$ cat config.mk
export PLATFORM = sky130hd
export DESIGN_NAME = cs_ack_gen
export DESIGN_NICKNAME = d
export VERILOG_FILES = /design/src/rtl/cs_ack_pkg.sv /design/src/rtl/ws_countdown.sv /design/src/rtl/ack_fsm.sv /design/src/rtl/cfg_guard.sv /design/src/rtl/cs_ack_gen.sv
export SDC_FILE = /design/constraint.sdc
export NUM_CORES = 1
export LEC_CHECK = 0
export BUFFER_PORTS_ARGS = -buffer_cell sky130_fd_sc_hd__buf_2
export CORE_MARGIN = 5
export CORE_UTILIZATION = 41
export CTS_BUF_LIST = sky130_fd_sc_hd__clkbuf_8
export CTS_CLUSTER_SIZE = 24
export DETAILED_ROUTE_END_ITERATION = 10
export PLACE_DENSITY = 0.66
export SLEW_MARGIN = 25
export SYNTH_ARGS = -nofsm -noshare
export SYNTH_HDL_FRONTEND = slang
export SYNTH_SLANG_ARGS = --single-unit
$ cat constraint.sdc
create_clock -name clk -period 4.09 [get_ports clk]
set_clock_uncertainty 0.05 [all_clocks]
set_input_delay 0 -clock clk [delete_from_list [all_inputs] [get_ports clk]]
set_output_delay 0 -clock clk [all_outputs]
set_load 0.01 [all_outputs]
$ cat src/rtl/cs_ack_pkg.sv
package cs_ack_pkg;
    typedef enum logic [1:0] {
        ST_IDLE     = 2'd0,
        ST_COUNT    = 2'd1,
        ST_WAIT_EXT = 2'd2
    } ack_state_t;
endpackage

$ cat src/rtl/ws_countdown.sv
module ws_countdown #(
    parameter int WS_W = 6
) (
    input  logic            clk,
    input  logic            rst,
    input  logic            clr,
    input  logic            load,
    input  logic [WS_W-1:0] load_val,
    input  logic            dec,
    output logic            zero
);
    logic [WS_W-1:0] remain;

    always_ff @(posedge clk) begin
        if (rst || clr)
            remain <= '0;
        else if (load)
            remain <= load_val;
        else if (dec)
            remain <= remain - 1'b1;
    end

    assign zero = (remain == '0);

    // a load captures the programmed count
    p_load_value_r2: assert property (@(posedge clk) disable iff (rst)
        (load && !clr) |=> (remain == $past(load_val)));

    // each decrement removes exactly one wait state
    p_dec_step_r2: assert property (@(posedge clk) disable iff (rst)
        (dec && !load && !clr) |=> (remain == WS_W'($past(remain) - 1'b1)));

    // the controller never decrements an exhausted count
    p_no_wrap_r2: assert property (@(posedge clk) disable iff (rst)
        dec |-> !zero);
endmodule

$ cat src/rtl/ack_fsm.sv
module ack_fsm
    import cs_ack_pkg::*;
(
    input  logic clk,
    input  logic rst,
    input  logic cs_active,
    input  logic beat_start,
    input  logic burst,
    input  logic ext_ack_in,
    input  logic auto_ack_en,
    input  logic ext_ack_en,
    input  logic cnt_zero,
    output logic cnt_load,
    output logic cnt_dec,
    output logic cnt_clr,
    output logic int_ack,
    output logic beat_done,
    output logic addr_inc
);
    ack_state_t state, nxt_state;
    logic       ext_hit;
    logic       fire_int;
    logic       fire_ext;

    assign ext_hit  = ext_ack_en && ext_ack_in;
    assign cnt_clr  = !cs_active;
    assign cnt_load = cs_active && beat_start && auto_ack_en;

    always_comb begin
        nxt_state = state;
        fire_int  = 1'b0;
        fire_ext  = 1'b0;
        cnt_dec   = 1'b0;
        if (!cs_active) begin
            nxt_state = ST_IDLE;                       // cs-drop
        end else if (beat_start) begin
            nxt_state = auto_ack_en ? ST_COUNT : ST_WAIT_EXT;
        end else begin
            unique case (state)
                ST_IDLE: begin
                    nxt_state = ST_IDLE;
                end
                ST_COUNT: begin
                    if (ext_hit) begin
                        fire_ext  = 1'b1;              // ext-term
                        nxt_state = ST_IDLE;
                    end else if (cnt_zero) begin
                        fire_int  = 1'b1;              // expire
                        nxt_state = ST_IDLE;
                    end else begin
                        cnt_dec   = 1'b1;
                    end
                end
                ST_WAIT_EXT: begin
                    if (ext_hit) begin
                        fire_ext  = 1'b1;              // ext-term
                        nxt_state = ST_IDLE;
                    end
                end
                default: nxt_state = ST_IDLE;
            endcase
        end
    end

    // state register
    always_ff @(posedge clk) begin
        if (rst)
            state <= ST_IDLE;
        else
            state <= nxt_state;
    end

    // output register
    always_ff @(posedge clk) begin
        if (rst) begin
            int_ack   <= 1'b0;
            beat_done <= 1'b0;
            addr_inc  <= 1'b0;
        end else begin
            int_ack   <= fire_int;
            beat_done <= fire_int || fire_ext;
            addr_inc  <= fire_int && burst;
        end
    end

    // internal acknowledge never lasts two cycles
    p_ack_single_r3: assert property (@(posedge clk) disable iff (rst)
        int_ack |=> !int_ack);

    // an internal acknowledge always terminates the beat
    p_ack_ends_beat_r3: assert property (@(posedge clk) disable iff (rst)
        int_ack |-> beat_done);

    // address advances only with an internal acknowledge
    p_inc_needs_ack_r7: assert property (@(posedge clk) disable iff (rst)
        addr_inc |-> int_ack);

    // a released chip-select forces idle
    p_cs_drop_idle_r9: assert property (@(posedge clk) disable iff (rst)
        !cs_active |=> (state == ST_IDLE));

    // enabled external acknowledge cuts a countdown short
    p_ext_cuts_count_r4: assert property (@(posedge clk) disable iff (rst)
        (state == ST_COUNT && cs_active && !beat_start && ext_ack_en && ext_ack_in)
        |=> (beat_done && !int_ack));

    // waiting on the pin never yields an internal acknowledge
    p_wait_no_int_r5: assert property (@(posedge clk) disable iff (rst)
        (state == ST_WAIT_EXT) |=> !int_ack);
endmodule

$ cat src/rtl/cfg_guard.sv
module cfg_guard (
    input  logic auto_ack_en,
    input  logic ext_ack_en,
    output logic cfg_err
);
    // a beat with neither source enabled can never end
    assign cfg_err = !(auto_ack_en || ext_ack_en);
endmodule

$ cat src/rtl/cs_ack_gen.sv
module cs_ack_gen #(
    parameter int WS_W = 6
) (
    input  logic            clk,
    input  logic            rst,
    input  logic [WS_W-1:0] ws_cfg,
    input  logic            auto_ack_en,
    input  logic            ext_ack_en,
    input  logic            cs_active,
    input  logic            beat_start,
    input  logic            burst,
    input  logic            ext_ack_in,
    output logic            int_ack,
    output logic            beat_done,
    output logic            addr_inc,
    output logic            cfg_err
);
    logic cnt_load, cnt_dec, cnt_clr, cnt_zero;

    ws_countdown #(.WS_W(WS_W)) u_cnt (
        .clk      (clk),
        .rst      (rst),
        .clr      (cnt_clr),
        .load     (cnt_load),
        .load_val (ws_cfg),
        .dec      (cnt_dec),
        .zero     (cnt_zero)
    );

    ack_fsm u_fsm (
        .clk         (clk),
        .rst         (rst),
        .cs_active   (cs_active),
        .beat_start  (beat_start),
        .burst       (burst),
        .ext_ack_in  (ext_ack_in),
        .auto_ack_en (auto_ack_en),
        .ext_ack_en  (ext_ack_en),
        .cnt_zero    (cnt_zero),
        .cnt_load    (cnt_load),
        .cnt_dec     (cnt_dec),
        .cnt_clr     (cnt_clr),
        .int_ack     (int_ack),
        .beat_done   (beat_done),
        .addr_inc    (addr_inc)
    );

    cfg_guard u_cfg (
        .auto_ack_en (auto_ack_en),
        .ext_ack_en  (ext_ack_en),
        .cfg_err     (cfg_err)
    );

    // no pulse on the cycle after reset
    p_reset_quiet_r1: assert property (@(posedge clk)
        $past(rst) |-> (!int_ack && !beat_done && !addr_inc));
endmodule

==> reports/results.ini <==
[placed_design]
dp.cells = 97
place_area_sq_um = 701
dpl_worst_slack_ns = 2.51
dp_hpwl_microns = 1010
place_congestion = 0.808
io_buffers = 17

[setup_path]
cp_max_fo = 8
end_kind = flip-flop
cp_data_required_time_ns = 4.16
timing.rr.start = u_cnt.remain[0]
reg2reg_to = u_fsm.beat_done
worstSetupStartpointType = flip-flop
cp_data_arrival_time_ns = 1.96
ff2ff_path_depth = 6
critPathKind = reg -> reg
r2r_slack_ns = 2.20

[global_route]
antenna_found_initial = 0
grt_overflow_total = 0
grt_pass1_wl_microns = 2270
grt_pass1_vias = 552
track_usage_pct = 11.7
grt_start_max_net_pins = 11

[timing]
finalWorstSetupSlack_ns = 2.20
final.setup.tns_ns = 0
fin_crit_ns = 1.89
max_freq_mhz = 528
tightest_slew_ns = 0.484
setup_viol = 0
maxSlewViolCount = 0
hold_viol_final = 0
period_share_pct = 46.3
rsz0062_at_grt = no
slew_headroom_pct = 67.7

[die]
fp.dieH_microns = 48.5
die_area_sq_um = 2350
io_pins = 18
initial_utilization_pct = 45.0
die_x_microns = 48.5
num_rows = 13
design.core.area_sq_um = 1350

[drt]
via_count = 543
viasPerCell = 5.17
dr.first_iter.drc_count = 15
drc = 0
antenna_left = 0
wl_microns = 1370
routedWlPerCell_microns = 13.1
first_pass_iters = 4

[clock_tree]
clk_pin_slew_ns = 0.05
postCtsSetupRepairBufs = 0
clk_path_buf_depth = 2
htree_levels = 1
root_buffer = clkbuf_8
clock-sinks = 11
cts-buffers-inserted = 3
clkLatencyLatePin_ns = 0.23
cts_tree = yes

[synthesis]
yosysUniqueCellTypes = 26
yosysSeqAreaShare_pct = 36.2
synth.top_cells.by_area = dfxtp_1 36%, ha_1 8.2%, a211oi_2 6.2%, nor2_1 6.2%, xor2_1 5.8%
netlist_area_sq_um = 608
avgSynthCellArea_sq_um = 9.08
synth_top_area_share_pct = 36.2
syn-instance-count = 67
yosysWarnings = 0
synth_fp_nets = 85
ys_seq_elements = 11
yosysTopAreaCell = dfxtp_1

[power]
p_leak_nw = 0.333
p_per_area_nw_per_um2 = 312
vdd_drop_max_mv = 0.133

[cells_and_area]
area_delta_synth_final_pct = 29.2
diodes = 0
stdcell_area_sq_um = 786
nNetsFinal = 109
utilization_pct = 58.2
drive_gt1_share_pct = 30.0
finalNonFillerCells = 105
fillers = 128

[min_path]
min_path_cells = 3
hp-start = ws_cfg[0]
hp-class = in -> reg
hold-path-endpoint = u_cnt.remain[0]

[flow_run]
maxCapViolCount = 0

[run_status]
status = finished clean

-- flip-flops by register name (all words and copies together), names as in the netlist --
name             cells
u_fsm.beat_done      1
u_fsm.addr_inc       1
u_fsm.int_ack        1
u_fsm.state          2
u_cnt.remain         6
-- logic make-up after synthesis --
group | share of synthesized area, %
and+or+nand+nor | 26.3
buffers and inverters | 4.94
adders and majority gates | 8.23
DFF | 36.2
xor gates and xnor gates | 7.20
AOI/OAI and AO/OA | 17.1
-- critical path, stage by stage, from the launching register on --
cell	delay [ns]
dfxtp_1	0.37
inv_1	0.08
ha_1	0.20
nand3_1	0.23
nor3b_2	0.10
a31o_1	0.20
dlygate4sd3_1	0.55
-- cells in the final DEF (no fill, tap or decap), types with 2 or more instances in the layout --
master | Yosys | final
buf_2 | 0 | 17
dfxtp_1 | 11 | 11
nor2_1 | 10 | 10
inv_1 | 5 | 6
nand3_1 | 5 | 5
nand4_1 | 4 | 4
xor2_1 | 4 | 4
ha_1 | 4 | 4
dlygate4sd3_1 | 0 | 4
a211oi_2 | 3 | 3
clkbuf_8 | 0 | 3
and2_1 | 2 | 2
a21oi_1 | 2 | 2
a211oi_1 | 2 | 2
-- through the flow --
step,hold slack (ns),power [W]
floorplan,-0.00708,0.000129
global placement,0.160,0.000140
detailed placement,0.164,0.000141
CTS,0.0258,0.000249
global route,0.0303,0.000257
finish,0.0287,0.000245
-- synth_stat cells (all sizes together) --
master	n
nor3b	1
ha	4
and2	2
a21o	1
xor2	4
dfxtp	11
a32oi	1
nand2	1
o211ai	1
inv	5
nor3	1
nor4b	1
xnor2	1
clkbuf	1
a31o	1
nand3	5
nor2	10
nand4	4
buf	1
a211oi	5
nand2b	1
a21oi	3
and3	2
-- cell type report --
cell class | instances | area [sq um] | share of cell area, %
clock buffer | 3 | 41.3 | 5.25
clock inverter | 1 | 3.75 | 0.478
inverter | 5 | 18.8 | 2.39
multi-input combinational | 49 | 358 | 45.5
sequential | 11 | 220 | 28.0
tap | 15 | 18.8 | 2.39
timing repair buffer | 21 | 125 | 15.9
-- power breakdown --
group           total, W  switching, W  internal [W]
Sequential      0.000111    0.00000182      0.000110
Combinational  0.0000297     0.0000164     0.0000133
Clock           0.000104     0.0000381     0.0000657
Total           0.000245     0.0000564      0.000188
-- repair_timing --
item                      in CTS  in global routing
hold endpoints to repair       3                  0
hold buffers                   4                  0
resized for setup              0                  0
-- worst max path at each step --
stage	end	slack, ns	start
floorplan	u_cnt.remain[0]	2.67	u_fsm.state[1]
global placement	u_cnt.remain[2]	2.59	u_cnt.remain[0]
detailed placement	u_cnt.remain[3]	2.51	u_cnt.remain[0]
CTS	u_fsm.beat_done	2.19	u_cnt.remain[0]
global route	u_fsm.beat_done	2.08	ext_ack_in
finish	u_fsm.beat_done	2.20	u_cnt.remain[0]
-- layer usage --
layer | track usage, % | part of all wire (%)
met1 | 13.7 | 43
met2 | 19.3 | 52
met3 | 2.75 | 4.4
met4 | 6.73 | 0.66
met5 | 0 | 0
Note: power is estimated with default switching activity, not from simulation.
